==> config.mk <==
export PLATFORM = sky130hd
export DESIGN_NAME = mctx_gate
export DESIGN_NICKNAME = d
export VERILOG_FILES = /design/src/rtl/mctx_pkg.sv /design/src/rtl/mctx_slot_timer.sv /design/src/rtl/mctx_ch_select.sv /design/src/rtl/mctx_tx_shifter.sv /design/src/rtl/mctx_flags.sv /design/src/rtl/mctx_gate.sv
export SDC_FILE = /design/constraint.sdc
export NUM_CORES = 1
export LEC_CHECK = 0
export ABC_AREA = 1
export BUFFER_PORTS_ARGS = -buffer_cell sky130_fd_sc_hd__buf_4
export CELL_PAD_IN_SITES_DETAIL_PLACEMENT = 0
export CELL_PAD_IN_SITES_GLOBAL_PLACEMENT = 1
export CORE_ASPECT_RATIO = 1.2
export CORE_MARGIN = 4
export CORE_UTILIZATION = 33
export DETAILED_ROUTE_END_ITERATION = 12
export GPL_ROUTABILITY_DRIVEN = 0
export GPL_TIMING_DRIVEN = 0
export PLACE_DENSITY = 0.83
export SLEW_MARGIN = 15
export SYNTH_ARGS = -nofsm -noshare
export SYNTH_HDL_FRONTEND = slang
export SYNTH_HIERARCHICAL = 1
export SYNTH_SLANG_ARGS = --single-unit
==> constraint.sdc <==
create_clock -name clk -period 1.65 [get_ports clk]
set_clock_uncertainty 0.05 [all_clocks]
set_input_delay 0.33 -clock clk [delete_from_list [all_inputs] [get_ports clk]]
set_output_delay 0.33 -clock clk [all_outputs]
set_load 0.02 [all_outputs]
==> src/rtl/mctx_pkg.sv <==
package mctx_pkg;
  typedef enum logic [1:0] {
    IRQ_ON_COPY  = 2'b00,
    IRQ_ON_BLOCK = 2'b01,
    IRQ_NONE_A   = 2'b10,
    IRQ_NONE_B   = 2'b11
  } irq_src_e;
endpackage

==> src/rtl/mctx_slot_timer.sv <==
module mctx_slot_timer #(
  parameter int WORD_BITS = 8,
  parameter int NUM_CH    = 4,
  parameter int BLOCK_CH  = 2,
  localparam int BW = (WORD_BITS > 1) ? $clog2(WORD_BITS) : 1,
  localparam int CW = (NUM_CH > 1) ? $clog2(NUM_CH) : 1
) (
  input  logic          clk,
  input  logic          rst,
  input  logic          fsync_i,
  output logic          live_o,
  output logic          start_o,
  output logic [CW-1:0] next_ch_o,
  output logic          slot_end_o,
  output logic          block_end_o
);
  logic [BW-1:0] bit_q;
  logic [CW-1:0] ch_q;
  logic          live_q;
  logic          word_last;
  logic          ch_last;

  assign word_last   = live_q && (bit_q == BW'(WORD_BITS - 1));
  assign ch_last     = (ch_q == CW'(NUM_CH - 1));
  assign start_o     = fsync_i || (word_last && !ch_last);
  assign next_ch_o   = fsync_i ? '0 : ch_q + 1'b1;
  assign slot_end_o  = word_last;
  assign block_end_o = word_last &&
                       (((int'(ch_q) % BLOCK_CH) == BLOCK_CH - 1) || ch_last);
  assign live_o      = live_q;

  always_ff @(posedge clk) begin
    if (rst) begin
      live_q <= 1'b0;
      bit_q  <= '0;
      ch_q   <= '0;
    end else if (fsync_i) begin
      live_q <= 1'b1;
      bit_q  <= '0;
      ch_q   <= '0;
    end else if (live_q) begin
      if (word_last) begin
        bit_q <= '0;
        if (ch_last) live_q <= 1'b0;
        else         ch_q   <= ch_q + 1'b1;
      end else begin
        bit_q <= bit_q + 1'b1;
      end
    end
  end
endmodule

==> src/rtl/mctx_ch_select.sv <==
module mctx_ch_select #(
  parameter int NUM_CH = 4,
  localparam int CW = (NUM_CH > 1) ? $clog2(NUM_CH) : 1
) (
  input  logic [NUM_CH-1:0] ch_en_i,
  input  logic [NUM_CH-1:0] ch_mask_i,
  input  logic              sym_i,
  input  logic [NUM_CH-1:0] rx_sel_i,
  input  logic [CW-1:0]     idx_i,
  output logic              en_o,
  output logic              drive_o
);
  logic [NUM_CH-1:0] eff_en;
  logic [NUM_CH-1:0] eff_drv;

  for (genvar c = 0; c < NUM_CH; c++) begin : g_ch
    assign eff_en[c]  = sym_i ? rx_sel_i[c] : ch_en_i[c];
    assign eff_drv[c] = eff_en[c] && !ch_mask_i[c];
  end

  assign en_o    = eff_en[idx_i];
  assign drive_o = eff_drv[idx_i];
endmodule

==> src/rtl/mctx_tx_shifter.sv <==
module mctx_tx_shifter #(
  parameter int WORD_BITS = 8
) (
  input  logic                 clk,
  input  logic                 rst,
  input  logic                 wr_i,
  input  logic [WORD_BITS-1:0] din_i,
  input  logic                 live_i,
  input  logic                 start_i,
  input  logic                 slot_end_i,
  input  logic                 load_i,
  input  logic                 drive_i,
  output logic                 dx_o,
  output logic                 oe_o
);
  logic [WORD_BITS-1:0] hold_q;
  logic [WORD_BITS-1:0] sh_q;
  logic                 oe_q;

  always_ff @(posedge clk) begin
    if (rst)       hold_q <= '0;
    else if (wr_i) hold_q <= din_i;
  end

  always_ff @(posedge clk) begin
    if (rst)          sh_q <= '0;
    else if (load_i)  sh_q <= hold_q;
    else if (live_i)  sh_q <= {sh_q[WORD_BITS-2:0], 1'b0};
  end

  always_ff @(posedge clk) begin
    if (rst)             oe_q <= 1'b0;
    else if (start_i)    oe_q <= drive_i;
    else if (slot_end_i) oe_q <= 1'b0;
  end

  assign oe_o = oe_q;
  assign dx_o = oe_q && sh_q[WORD_BITS-1];
endmodule

==> src/rtl/mctx_flags.sv <==
module mctx_flags
  import mctx_pkg::*;
(
  input  logic       clk,
  input  logic       rst,
  input  logic       wr_i,
  input  logic       start_i,
  input  logic       load_i,
  input  logic       slot_end_i,
  input  logic       block_end_i,
  input  logic [1:0] irq_mode_i,
  output logic       ready_o,
  output logic       empty_o,
  output logic       dma_o,
  output logic       irq_o
);
  logic     ready_q, empty_q, dma_q, irq_q, cur_en_q;
  logic     irq_d;
  irq_src_e src;

  assign src = irq_src_e'(irq_mode_i);

  always_comb begin
    case (src)
      IRQ_ON_COPY:  irq_d = load_i;
      IRQ_ON_BLOCK: irq_d = block_end_i;
      default:      irq_d = 1'b0;
    endcase
  end

  always_ff @(posedge clk) begin
    if (rst) begin
      ready_q  <= 1'b1;
      empty_q  <= 1'b1;
      dma_q    <= 1'b0;
      irq_q    <= 1'b0;
      cur_en_q <= 1'b0;
    end else begin
      dma_q <= load_i;
      irq_q <= irq_d;
      if (wr_i)        ready_q <= 1'b0;
      else if (load_i) ready_q <= 1'b1;
      if (load_i)
        empty_q <= 1'b0;
      else if (slot_end_i && cur_en_q && ready_q)
        empty_q <= 1'b1;
      if (start_i)         cur_en_q <= load_i;
      else if (slot_end_i) cur_en_q <= 1'b0;
    end
  end

  assign ready_o = ready_q;
  assign empty_o = empty_q;
  assign dma_o   = dma_q;
  assign irq_o   = irq_q;
endmodule

==> src/rtl/mctx_gate.sv <==
module mctx_gate #(
  parameter int WORD_BITS = 8,
  parameter int NUM_CH    = 4,
  parameter int BLOCK_CH  = 2,
  localparam int CW = (NUM_CH > 1) ? $clog2(NUM_CH) : 1
) (
  input  logic                 clk,
  input  logic                 rst,
  input  logic                 fsync_i,
  input  logic                 hold_wr_i,
  input  logic [WORD_BITS-1:0] hold_din_i,
  input  logic [NUM_CH-1:0]    ch_en_i,
  input  logic [NUM_CH-1:0]    ch_mask_i,
  input  logic                 sym_i,
  input  logic [NUM_CH-1:0]    rx_sel_i,
  input  logic [1:0]           irq_mode_i,
  output logic                 dx_o,
  output logic                 dx_oe_o,
  output logic                 ready_o,
  output logic                 empty_o,
  output logic                 dma_o,
  output logic                 irq_o
);
  logic          live, start, slot_end, block_end;
  logic [CW-1:0] next_ch;
  logic          ch_en, ch_drive, load;

  mctx_slot_timer #(.WORD_BITS(WORD_BITS), .NUM_CH(NUM_CH), .BLOCK_CH(BLOCK_CH)) u_timer (
    .clk(clk), .rst(rst), .fsync_i(fsync_i),
    .live_o(live), .start_o(start), .next_ch_o(next_ch),
    .slot_end_o(slot_end), .block_end_o(block_end)
  );

  mctx_ch_select #(.NUM_CH(NUM_CH)) u_sel (
    .ch_en_i(ch_en_i), .ch_mask_i(ch_mask_i), .sym_i(sym_i),
    .rx_sel_i(rx_sel_i), .idx_i(next_ch),
    .en_o(ch_en), .drive_o(ch_drive)
  );

  assign load = start && ch_en;

  mctx_tx_shifter #(.WORD_BITS(WORD_BITS)) u_shift (
    .clk(clk), .rst(rst), .wr_i(hold_wr_i), .din_i(hold_din_i),
    .live_i(live), .start_i(start), .slot_end_i(slot_end),
    .load_i(load), .drive_i(ch_drive), .dx_o(dx_o), .oe_o(dx_oe_o)
  );

  mctx_flags u_flags (
    .clk(clk), .rst(rst), .wr_i(hold_wr_i), .start_i(start),
    .load_i(load), .slot_end_i(slot_end), .block_end_i(block_end),
    .irq_mode_i(irq_mode_i), .ready_o(ready_o), .empty_o(empty_o),
    .dma_o(dma_o), .irq_o(irq_o)
  );
endmodule

==> qor.csv <==
metric;value;unit
synthAdderAreaFrac;0.0271;
cts_sinks;28;
hold_class;in -> reg;
synth-edff-count;0;
cts_buffer_depth;2;
cts_made_buffers;3;
cp-start-kind;flip-flop;
cts_root_buf;clkbuf_8;
postRouteAntennaNets;0;
p_leak;0.000939;µW
grtUsageMet3;0.0184;
endpoint_kind;flip-flop;
wl_per_cell;10.2;µm
drive_above_1_share;0.389;
synth_area_per_cell;7.00;µm²
cts_hold_buffers;0;
clk_pin_slew;90;ps
yosysSeqAreaShare;0.404;
final-hold-violation-count;0;
maxCapViolations;0;
cts_tree;done;
wl;3.03;mm
synth_top_family_by_area;simple AND/OR/NAND/NOR gates;
fin_cells;298;
n_antenna_cell;0;
ys_types;23;
syn-cell-area;0.00139;mm²
pre_cts_slack;-229;ps
status;finished with violations;
p_per_area;723;mW/mm²
yosysTopAreaCell;dfxtp_1;
seqPwrFrac;0.508;
synth_compound_area_frac;0.134;
grt.met2_usage;0.226;
die_w;67.2;µm
ys_seq_elements;28;
switching_share;0.257;
async_flop_share;0;
initial_utilization;0.346;
synthToLayoutAreaGrowth;45.7;%
placedCellCount;284;
period_share;1.09;
rows;25;
drt-pass1-iter-count;4;
path_max_fanout;5;
synthTopCellsByArea;dfxtp_1 40%, nand2_1 12%, inv_1 8.1%;
synth.mux.area_fraction;0;
fin_crit;1800;ps
syn_inst;198;
p_switching;376;µW
synth_nets;228;
drt_iter0_markers;52;
synth_common_cells;43 x nand2_1, 30 x inv_1, 30 x nor2_1, 28 x dfxtp_1, 11 x a21oi_1;
grt_first_pass_wirelength;5.33;mm
critical_path_class;reg -> reg;
grt_max_degree;16;
grt_overflow;0;
io_pins;33;
slew_violations;0;
worst_pin_slew;358;ps
core;0.00400;mm²
slew_headroom;0.761;
grt.busiest_layer;met2;
yosys.area.top_type_share;0.404;
p_comb_frac;0.213;
required;1760;ps
finalNetCount;275;
nFillCells;431;
grt.total_usage;0.127;
yosysMostFrequentCell;nand2_1;
ys_warn_count;6;
synthXorXnorAreaFrac;0;
setup_ws;-149;ps
rsz0062_at_grt;true;
synth_ff_type;dfxtp_1;
setup_viol;9;
grt_pass1_vias;1289;
dp_hpwl;2.26;mm
die_h;79;µm
via_per_inst;4.41;
violations;negative setup slack;
power.total;1460;µW
vias;1314;
clock.fmax;556;MHz
use_met1;0.151;
antenna_found_initial;0;
port_buffers;32;
p_int;1080;µW
ctsHtreeMaxLevel;1;
power_frac_clock;0.279;
synth-simple-area-share;0.293;
critPathArrivalTime;1910;ps
clk_latency;260;ps
drc_errors;0;
vdd_drop_max;311;µV
dieArea;0.00531;mm²
## registers in the layout (all words and copies together), names as in the netlist
register          count
u_flags/irq_o         1
u_shift/hold_q        8
u_flags/empty_o       1
u_shift/sh_q          8
u_timer/bit_q         3
u_timer/ch_q          2
u_flags/cur_en_q      1
u_flags/ready_o       1
u_timer/live_o        1
u_shift/oe_o          1
u_flags/dma_o         1
## per-layer routing
metal,vias up,part of all wire
met3,2,0.041
li1,717,-
met2,22,0.51
met1,573,0.44
met5,-,0
met4,0,0.0069
## cells by family (layout without fill, tap and decap cells)
group | count (synthesis) | count (layout)
compound gates | 31 | 31
fa+ha+maj | 3 | 3
simple gates | 96 | 96
flops | 28 | 28
buf+inv | 40 | 86
## final timing paths
path | to | start | slack (ps) | depth (start not counted)
max reg2reg | u_shift/sh_q[0]$_SDFFE_PP0P_ | u_timer/ch_q[0]$_SDFFE_PP0P_ | -150 | 13
min reg2reg | u_shift/hold_q[1]$_SDFFE_PP0P_ | u_shift/hold_q[1]$_SDFFE_PP0P_ | 420 | 2
min | u_flags/ready_o$_SDFFE_PP1P_ | hold_wr_i | 220 | 2
max | u_shift/sh_q[0]$_SDFFE_PP0P_ | u_timer/ch_q[0]$_SDFFE_PP0P_ | -150 | 13
## repair_timing
action,CTS,global route
buffers inserted,6,3
endpoints found under the setup margin,8,11
gates resized for setup,18,24
cloned,1,0
pin swaps,13,14
## metrics by stage
step                      area, µm²  TNS [ps]   util  hold slack [ps]
after detailed placement       1720     -1660  0.430              408
after global placement         1720     -1680  0.430              404
after global routing           2020     -1790  0.504              215
after CTS                      1910      -922  0.478              250
after floorplan                1410     -91.5      -              363
final                          2020     -1020  0.504              221
## power groups by stage
stage	logic, µW	clock network [µW]	registers, µW
2_1_floorplan	146	0	756
6_report	311	407	742
3_5_place_dp	247	0	752
3_3_place_gp	246	0	752
5_1_grt	347	468	747
4_1_cts	286	425	739
## layout by cell type (no fill, tap or decap), drive strengths merged
cell type	instances
nand4	1
a21oi	14
nor3	6
nand3	11
a22oi	2
o21ai	9
ha	3
inv	34
nand2	44
dfxtp	28
a211oi	6
buf	48
and2	1
clkbuf	4
nor2	33
## cell type report
type                       count  area [µm²]  share of cell area
buffer                         6        71.3              0.0353
clock buffer                   4        55.1              0.0273
inverter                      34         135              0.0669
multi-input combinational    130         774               0.384
sequential                    28         566               0.280
tap                           54        67.6              0.0335
timing repair buffer          42         350               0.173
## worst max-delay path, stage by stage, from the launching register on
cell and delay [ps]:
dfxtp_4 370, ha_4 280, inv_4 30, nor2_4 100, inv_2 50, nand3_2 40, and2_1 110, nand2_1 50
inv_2 70, buf_8 140, nor2_4 60, buf_6 110, a22oi_2 150, nor2_1 70
(Power assumes the default switching activity.)
